--- config.mk ---
export PLATFORM = sky130hd
export DESIGN_NAME = i2c_irq_vec
export DESIGN_NICKNAME = d
export VERILOG_FILES = /design/src/rtl/i2c_irq_pkg.sv /design/src/rtl/i2c_evt_flags.sv /design/src/rtl/i2c_evt_prio.sv /design/src/rtl/i2c_bus_busy.sv /design/src/rtl/i2c_irq_vec.sv
export SDC_FILE = /design/constraint.sdc
export NUM_CORES = 1
export LEC_CHECK = 0
export ABC_AREA = 1
export ABC_CLOCK_PERIOD_IN_PS = 2300
export BUFFER_PORTS_ARGS = -buffer_cell sky130_fd_sc_hd__buf_2
export CORE_MARGIN = 2
export CORE_UTILIZATION = 30
export CTS_CLUSTER_SIZE = 40
export DETAILED_ROUTE_END_ITERATION = 8
export PLACE_DENSITY = 0.56
export REMOVE_ABC_BUFFERS = 1
export SLEW_MARGIN = 5
export SYNTH_ARGS = -nofsm -noshare
export SYNTH_HDL_FRONTEND = slang
export SYNTH_SLANG_ARGS = --single-unit
--- constraint.sdc ---
create_clock -name clk -period 2.3 [get_ports clk]
set_input_delay 0.23 -clock clk [delete_from_list [all_inputs] [get_ports clk]]
set_output_delay 0.23 -clock clk [all_outputs]
set_load 0.005 [all_outputs]
--- src/rtl/i2c_irq_pkg.sv ---
package i2c_irq_pkg;
    localparam int NUM_EVT  = 7;
    localparam int CODE_W   = $clog2(NUM_EVT + 1);
    localparam int DATA_W   = 16;
    localparam int ADDR_W   = 2;
    localparam int EVT_RX   = 3;
    localparam int EVT_TX   = 4;
    localparam int EVT_STOP = 5;

    typedef logic [NUM_EVT-1:0] evt_vec_t;
    typedef logic [CODE_W-1:0]  code_t;

    typedef enum logic [ADDR_W-1:0] {
        REG_STAT = 2'd0,
        REG_MASK = 2'd1,
        REG_VEC  = 2'd2
    } reg_sel_e;

    // flags that a vector read must not retire (data-access driven)
    localparam evt_vec_t KEEP_ON_VEC = evt_vec_t'((1 << EVT_RX) | (1 << EVT_TX));
endpackage

--- src/rtl/i2c_evt_flags.sv ---
module i2c_evt_flags
    import i2c_irq_pkg::*;
(
    input  logic     clk,
    input  logic     rst_n,
    input  evt_vec_t set_i,
    input  evt_vec_t w1c_i,
    input  evt_vec_t data_clr_i,
    input  logic     vec_clr_i,
    input  code_t    vec_code_i,
    output evt_vec_t flags_o
);
    typedef struct packed {
        evt_vec_t flags;
    } flag_st_t;

    flag_st_t st_d, st_q;

    always_comb begin
        st_d = st_q;
        for (int i = 0; i < NUM_EVT; i++) begin
            logic vclr;
            vclr = vec_clr_i && (vec_code_i == code_t'(i + 1)) && !KEEP_ON_VEC[i];
            st_d.flags[i] = set_i[i] |
                            (st_q.flags[i] & ~w1c_i[i] & ~data_clr_i[i] & ~vclr);
        end
    end

    always_ff @(posedge clk) begin
        if (!rst_n) st_q <= '0;
        else        st_q <= st_d;
    end

    assign flags_o = st_q.flags;
endmodule

--- src/rtl/i2c_evt_prio.sv ---
module i2c_evt_prio
    import i2c_irq_pkg::*;
(
    input  evt_vec_t req_i,
    output code_t    code_o
);
    always_comb begin
        code_o = '0;
        for (int i = NUM_EVT - 1; i >= 0; i--) begin
            if (req_i[i]) code_o = code_t'(i + 1);
        end
    end
endmodule

--- src/rtl/i2c_bus_busy.sv ---
module i2c_bus_busy (
    input  logic clk,
    input  logic rst_n,
    input  logic start_i,
    input  logic stop_i,
    output logic busy_o
);
    typedef struct packed {
        logic busy;
    } busy_st_t;

    busy_st_t st_d, st_q;

    always_comb begin
        st_d = st_q;
        if (start_i)     st_d.busy = 1'b1;
        else if (stop_i) st_d.busy = 1'b0;
    end

    always_ff @(posedge clk) begin
        if (!rst_n) st_q <= '0;
        else        st_q <= st_d;
    end

    assign busy_o = st_q.busy;
endmodule

--- src/rtl/i2c_irq_vec.sv ---
module i2c_irq_vec
    import i2c_irq_pkg::*;
#(
    parameter int RSF_BIT  = 11,
    parameter int BUSY_BIT = 12
) (
    input  logic                clk,
    input  logic                rst_n,
    input  logic [NUM_EVT-1:0]  ev_pulse,
    input  logic                ev_start,
    input  logic                rs_full,
    input  logic                rx_data_rd,
    input  logic                tx_data_wr,
    input  logic [ADDR_W-1:0]   reg_addr,
    input  logic                reg_wr,
    input  logic                reg_rd,
    input  logic [DATA_W-1:0]   reg_wdata,
    output logic [DATA_W-1:0]   reg_rdata,
    output logic                irq
);
    typedef struct packed {
        evt_vec_t mask;
    } ctl_st_t;

    ctl_st_t  ctl_d, ctl_q;
    evt_vec_t flags;
    evt_vec_t mask;
    evt_vec_t pend;
    evt_vec_t w1c;
    evt_vec_t data_clr;
    code_t    vec;
    logic     busy;
    logic     vec_rd;
    logic     wdata_hi_unused;

    assign wdata_hi_unused = ^reg_wdata[DATA_W-1:NUM_EVT];

    // register-port decode
    always_comb begin
        ctl_d    = ctl_q;
        w1c      = '0;
        vec_rd   = reg_rd && (reg_addr == REG_VEC);
        data_clr = '0;
        data_clr[EVT_RX] = rx_data_rd;
        data_clr[EVT_TX] = tx_data_wr;
        if (reg_wr && reg_addr == REG_STAT) w1c        = reg_wdata[NUM_EVT-1:0];
        if (reg_wr && reg_addr == REG_MASK) ctl_d.mask = reg_wdata[NUM_EVT-1:0];
    end

    always_ff @(posedge clk) begin
        if (!rst_n) ctl_q <= '0;
        else        ctl_q <= ctl_d;
    end

    assign mask = ctl_q.mask;

    i2c_evt_flags u_flags (
        .clk        (clk),
        .rst_n      (rst_n),
        .set_i      (ev_pulse),
        .w1c_i      (w1c),
        .data_clr_i (data_clr),
        .vec_clr_i  (vec_rd),
        .vec_code_i (vec),
        .flags_o    (flags)
    );

    assign pend = flags & mask;

    i2c_evt_prio u_prio (
        .req_i  (pend),
        .code_o (vec)
    );

    i2c_bus_busy u_busy (
        .clk     (clk),
        .rst_n   (rst_n),
        .start_i (ev_start),
        .stop_i  (ev_pulse[EVT_STOP]),
        .busy_o  (busy)
    );

    assign irq = |pend;

    always_comb begin
        reg_rdata = '0;
        case (reg_addr)
            REG_STAT: begin
                reg_rdata[NUM_EVT-1:0] = flags;
                reg_rdata[RSF_BIT]     = rs_full;
                reg_rdata[BUSY_BIT]    = busy;
            end
            REG_MASK: reg_rdata[NUM_EVT-1:0] = mask;
            REG_VEC:  reg_rdata[CODE_W-1:0]  = vec;
            default:  reg_rdata = '0;
        endcase
    end
endmodule

==> flow_summary.toml, run 1 <==
[die]
initial_core_util_pct = 30.9
die_w_um = 59.6
num_rows = 20
fp.dieH_um = 59.6
core-area_sq_mm = 0.00300
die_area_sq_mm = 0.00356
boundaryPins = 50

[grt]
grt_pass1_wl_mm = 3.62
antenna_found_initial = 0
grt_pass1_vias = 844
grt_max_degree = 15
grt_use_total_pct = 13.9
grt_overflow = 0

[yosys]
yosys.cell_types.count = 18
synthCells = 145
yosysTopAreaCell = "dfxtp_1"
postSynth.asyncResetShare_pct = 0
synth_edf_count = 0
ys_top_cells_by_count = "38 x nand2_1, 23 x inv_1, 16 x a21oi_1, 15 x dfxtp_1, 13 x o21ai_0"
synth-seq-area-share_pct = 32.3
synth_most_common_cell = "nand2_1"
syn_avg_cell_area_sq_um = 6.40
ys_seq_elements = 15
synth_flop_cell = "dfxtp_1"
synth.area.top_cells = "dfxtp_1 32%, nand2_1 15%, inv_1 9.3%, a21oi_1 8.6%, o21ai_0 7.0%"
synth_largest_type_area_fraction_pct = 32.3
ys_warn_count = 0
syn_area_sq_um = 928

[clocking]
cts_buffers = 3
ctsHoldBuffers = 0
cts_setup_buffers = 0
cts.sinks = 15
htreeDepth = 1
clockBufferDepth = 2
cts_tree = "built"
cts-resized-gates = 0
root_buffer = "clkbuf_4"
clk_latency_ps = 280
clkTransAtPathRegs_ps = 90

[cells_and_area]
antennaDiodeCount = 0
fillers = 353
syn_to_final_growth_pct = 21.3
nets = 214
drive_above_1_share_pct = 27.2

[sta]
max_slew.worst_pin.slew_ps = 520
fin_skew_ps = 5.34
maxSlewViolCount = 0
rsz0062_at_grt = "no"
setup_viol = 0
fin_crit_sh_pct = 73.7
finalSetupTns_ps = 0
timing.fmax_ghz = 0.590
timing.slew.headroom_pct = 65.2
whs_ps = 154
fin_crit_ps = 1700
finalHoldViolations = 0

[route]
routed_wirelength_mm = 2.31
wl_per_cell_um = 10.9
via_per_inst = 4.56
drcViolationCount = 0
drtPass1Iterations = 4
drt_first_iter_violations = 31
antenna_left = 0
vias = 971

[hold_path]
hp-class = "primary input to register"

[outcome]
status = "complete, no violations"

[setup_path]
critPathMaxFanout = 3
arrival_ps = 1470
path_class = "register to output port"
required_ps = 2070
worst_setup_path_start_kind = "register"
end_kind = "output port"

[place]
port_buffers = 33
gp_congestion = 0.781
hpwl_mm = 1.80

[power]
power.leakage_nw = 0.596
power_mw = 0.550
p_per_area_mw_per_mm2 = 488
vdd_drop_max_v = 0.000116

[flow_run]
drv_cap = 0
## worst max-delay path, cell delays in order, from the launching register on
cell and delay [ps]:
dfxtp_1 350, nand2_1 70, inv_1 50, nand2_1 40, nand2_1 50, nand2_1 60, a21oi_1 220, o21ai_0 130
o211ai_1 90, buf_2 140
## per-stage QoR
stage | std cells | utilization [%] | instance area [sq um] | setup WS (ps)
after global routing | 213 | 37.5 | 1130 | 449
after global placement | 209 | 36.6 | 1100 | 899
final | 213 | 37.5 | 1130 | 605
after detailed placement | 209 | 36.6 | 1100 | 911
after CTS | 213 | 37.5 | 1130 | 578
after floorplan | 143 | - | 893 | 1150
## sequential cells by signal, summed over array words and instances, names as in the netlist
| signal | flops |
|---|---|
| u_busy.busy_o | 1 |
| ctl_q | 7 |
| u_flags.flags_o | 7 |
## metal layers
layer | global-route usage (%) | share of wire [%] | wire (um)
met1 | 17.1 | 42 | 981
met2 | 23.7 | 51 | 1190
met3 | 1.97 | 5.5 | 127
met4 | 6.67 | 0.73 | 17
met5 | 0 | 0 | 0
## power by group
| part | internal (mW) | switching (mW) |
|---|---|---|
| sequential | 0.276 | 0.00947 |
| clock | 0.0673 | 0.0819 |
| combinational | 0.0479 | 0.0675 |
| total | 0.391 | 0.159 |
## layout by cell type, fill, tap and decap left out
cell type   n
nand3_1     7
a21oi_4     1
inv_2       3
nand2_1    38
nor3_2      1
clkbuf_1    1
inv_1      23
nand3b_1    2
dfxtp_1    15
clkbuf_4    3
nand2_2     3
nor2_1      6
o211ai_1    3
nor2_4      2
o21ai_0    13
conb_1      7
buf_2      33
nor2_2      3
a21oi_1    16
## area by class of cell
type / count / area [sq um] / area share [%]
clock buffers: 4 / 26.3 / 2.33
multi-input cells: 102 / 495 / 44.0
well taps: 33 / 41.3 / 3.67
inverters: 26 / 97.6 / 8.67
flip-flops and latches: 15 / 300 / 26.7
repair buffers: 33 / 165 / 14.7
## logic make-up (layout without fill, tap and decap cells)
logic type,Yosys count,count (layout),share of synthesized area [%]
other cells,1,7,0.404
simple gates,62,62,30.7
flops,15,15,32.3
buf+inv,34,63,16.7
compound gates,33,33,19.8
## worst paths after layout
| path | slack [ps] | depth (start not counted) | endpoint | from |
|---|---|---|---|---|
| worst max-delay path | 600 | 9 | reg_rdata[0] | u_flags.flags_o[6]$_SDFF_PN0_ |
| worst min-delay path | 150 | 3 | u_flags.flags_o[1]$_SDFF_PN0_ | ev_pulse[1] |
| worst max register to register | 1040 | 7 | u_flags.flags_o[1]$_SDFF_PN0_ | u_flags.flags_o[5]$_SDFF_PN0_ |
| worst min register to register | 470 | 2 | ctl_q[3]$_SDFFE_PN0P_ | ctl_q[3]$_SDFFE_PN0P_ |
Power figures use the tool's default switching activity.
==> run 2, diff against run 1 <==
- ABC_CLOCK_PERIOD_IN_PS: 2300 -> 1700
- clock period: 2.3 -> 1.7 ns (I/O delays scaled with it)
==> run 2 against run 1 <==
Compared with the run above:
- clock skew about the same
- non-clock buffer count increased by 1
- sequential share of layout area decreased by 0.26 points
- flip-flop and latch count did not move
- final area up 1.0%
- routed wire length up 2.8%
- register-to-register slack lost 700 ps
- worst setup slack worse by 510 ps
- critical path type unchanged
- critical endpoint is now reg_rdata[1]
- largest cell class unchanged
- highest routed layer unchanged
==> flow_summary.toml, run 2 (synthesis results as in run 1) <==
[place]
gp_congestion = 0.784
port_buffers = 33
dp.cells = 209
hpwl_mm = 1.81
dpl_cell_area_sq_mm = 0.00110
pre_cts_ws_ps = 354

[sta]
timing.fmax_ghz = 0.624
max_slew.worst_pin.slew_ps = 512
fin_ws_ps = 98.5
fin_crit_sh_pct = 94.2
whs_ps = 83.7
fin_crit_ps = 1600
setup_viol = 0
rsz0062_at_grt = "yes"
maxSlewViolCount = 0
timing.slew.headroom_pct = 65.8
finalHoldViolations = 0
fin_skew_ps = 4.89
finalSetupTns_ps = 0

[clocking]
clk_latency_ps = 290
cts_tree = "built"
ctsHoldBuffers = 0
htreeDepth = 1
cts_buffers = 3
root_buffer = "clkbuf_4"
clkTransAtPathRegs_ps = 90
cts.sinks = 15
clockBufferDepth = 2

[die]
die_area_sq_mm = 0.00356
initial_core_util_pct = 30.9
core-area_sq_mm = 0.00300
boundaryPins = 50
die_w_um = 59.6
fp.dieH_um = 59.6
num_rows = 20

[route]
drtPass1Iterations = 4
vias = 997
routed_wirelength_mm = 2.38
drt_first_iter_violations = 55
wl_per_cell_um = 11.1
antenna_left = 0
via_per_inst = 4.66
drcViolationCount = 0

[cells_and_area]
fillers = 347
drive_above_1_share_pct = 28.2
final_cell_area_sq_mm = 0.00114
final_cell_mix = "38 x nand2_1, 33 x buf_2, 23 x inv_1"
layout_commonest_cell = "nand2_1"
nets = 215
syn_to_final_growth_pct = 22.5
antennaDiodeCount = 0
post-route-util_pct = 37.9
instances_no_fill = 214

[power]
vdd_drop_max_v = 0.000166
pwr-share-clk_pct = 28.1
p_per_area_mw_per_mm2 = 668
p_sw_mw = 0.228
seqPwrFrac_pct = 50.8
power.leakage_nw = 0.601
power_mw = 0.760
combPwrFrac_pct = 21.1
power_switching_share_pct = 30.0
cellInternalPower_mw = 0.532

[grt]
grt_util_met1_pct = 16.9
antenna_found_initial = 0
grt_use_total_pct = 14.5
grt_pass1_wl_mm = 3.80
grt_max_degree = 15
grt_use_met3_pct = 2.40
grt.busiest_layer = "met2"
met2_usage_pct = 25.7
grt_overflow = 0
grt_pass1_vias = 920

[setup_path]
end_kind = "output port"
cp.buffers_inverters = 1
critical_path.top_delay_family = "simple AND/OR/NAND/NOR gates"
crit_chain = "nand2_1, nand2_1, nand3_1, a21oi_4, nand2_1, o211ai_1, buf_2"
cpMaxStageDelayCell = "dfxtp_1"
worst_setup_path_start_kind = "register"
crit_top_cell = "nand2_1"
timing.rr.start = "u_flags.flags_o[5]$_SDFF_PN0_"
required_ps = 1530
r2r_cells = 8
path_class = "register to output port"
arrival_ps = 1430
r2r_end = "u_flags.flags_o[1]$_SDFF_PN0_"
r2r_slack_ps = 340
slowest_delay_ps = 350
critPathMaxFanout = 3

[hold_path]
holdPathEnd = "u_flags.flags_o[1]$_SDFF_PN0_"
hold_path_depth = 3
min-delay-start = "ev_pulse[1]"
hp-class = "primary input to register"

[flow_run]
drv_cap = 0

[outcome]
status = "complete, no violations"
run 2: worst reg2reg max path, delay by kind of cell (launching register included):
kind                   cells  cell delay (ps)
AND/OR/NAND/NOR            5              430
flip-flops                 1              350
AO/OA/AOI/OAI              2              330
buffers and inverters      1              140
run 2: power by group through the flow:
| stage | registers (mW) | logic, mW | clock network [mW] |
|---|---|---|---|
| 2_1_floorplan | 0.392 | 0.0921 | 0 |
| 3_3_place_gp | 0.394 | 0.153 | 0 |
| 3_5_place_dp | 0.395 | 0.157 | 0 |
| 4_1_cts | 0.386 | 0.158 | 0.220 |
| 5_1_grt | 0.389 | 0.185 | 0.228 |
| 6_report | 0.386 | 0.160 | 0.213 |
run 2: worst max-delay path by stage:
| stage | start | to | slack (ps) | cells after the start |
|---|---|---|---|---|
| floorplan | u_flags.flags_o[5]$_SDFF_PN0_ | u_flags.flags_o[1]$_SDFF_PN0_ | 590 | 7 |
| global placement | u_flags.flags_o[6]$_SDFF_PN0_ | reg_rdata[0] | 360 | 9 |
| detailed placement | u_flags.flags_o[6]$_SDFF_PN0_ | reg_rdata[0] | 350 | 9 |
| CTS | u_flags.flags_o[6]$_SDFF_PN0_ | reg_rdata[0] | 10 | 9 |
| global route | u_flags.flags_o[5]$_SDFF_PN0_ | reg_rdata[1] | -6 | 7 |
| finish | u_flags.flags_o[5]$_SDFF_PN0_ | reg_rdata[1] | 100 | 7 |
run 2: timing repair:
action / 4_1_cts / 5_1_grt
buffers inserted: 0 / 1
endpoints found under the setup margin: 0 / 2
resized for setup: 0 / 2
run 2: final cells by class:
class                           instances  area, sq um  area share [%]
Multi-Input combinational cell        102          499            43.9
Sequential cell                        15          300            26.4
Timing Repair Buffer                   34          173            15.2
Inverter                               26         97.6            8.58
Tap cell                               33         41.3            3.63
Clock buffer                            4         26.3            2.31
run 2: routing by layer:
metal / share of wire [%] / routed length (um)
met5: 0 / 0
met4: 1.8 / 42
met3: 6.6 / 158
met2: 50 / 1180
met1: 42 / 994
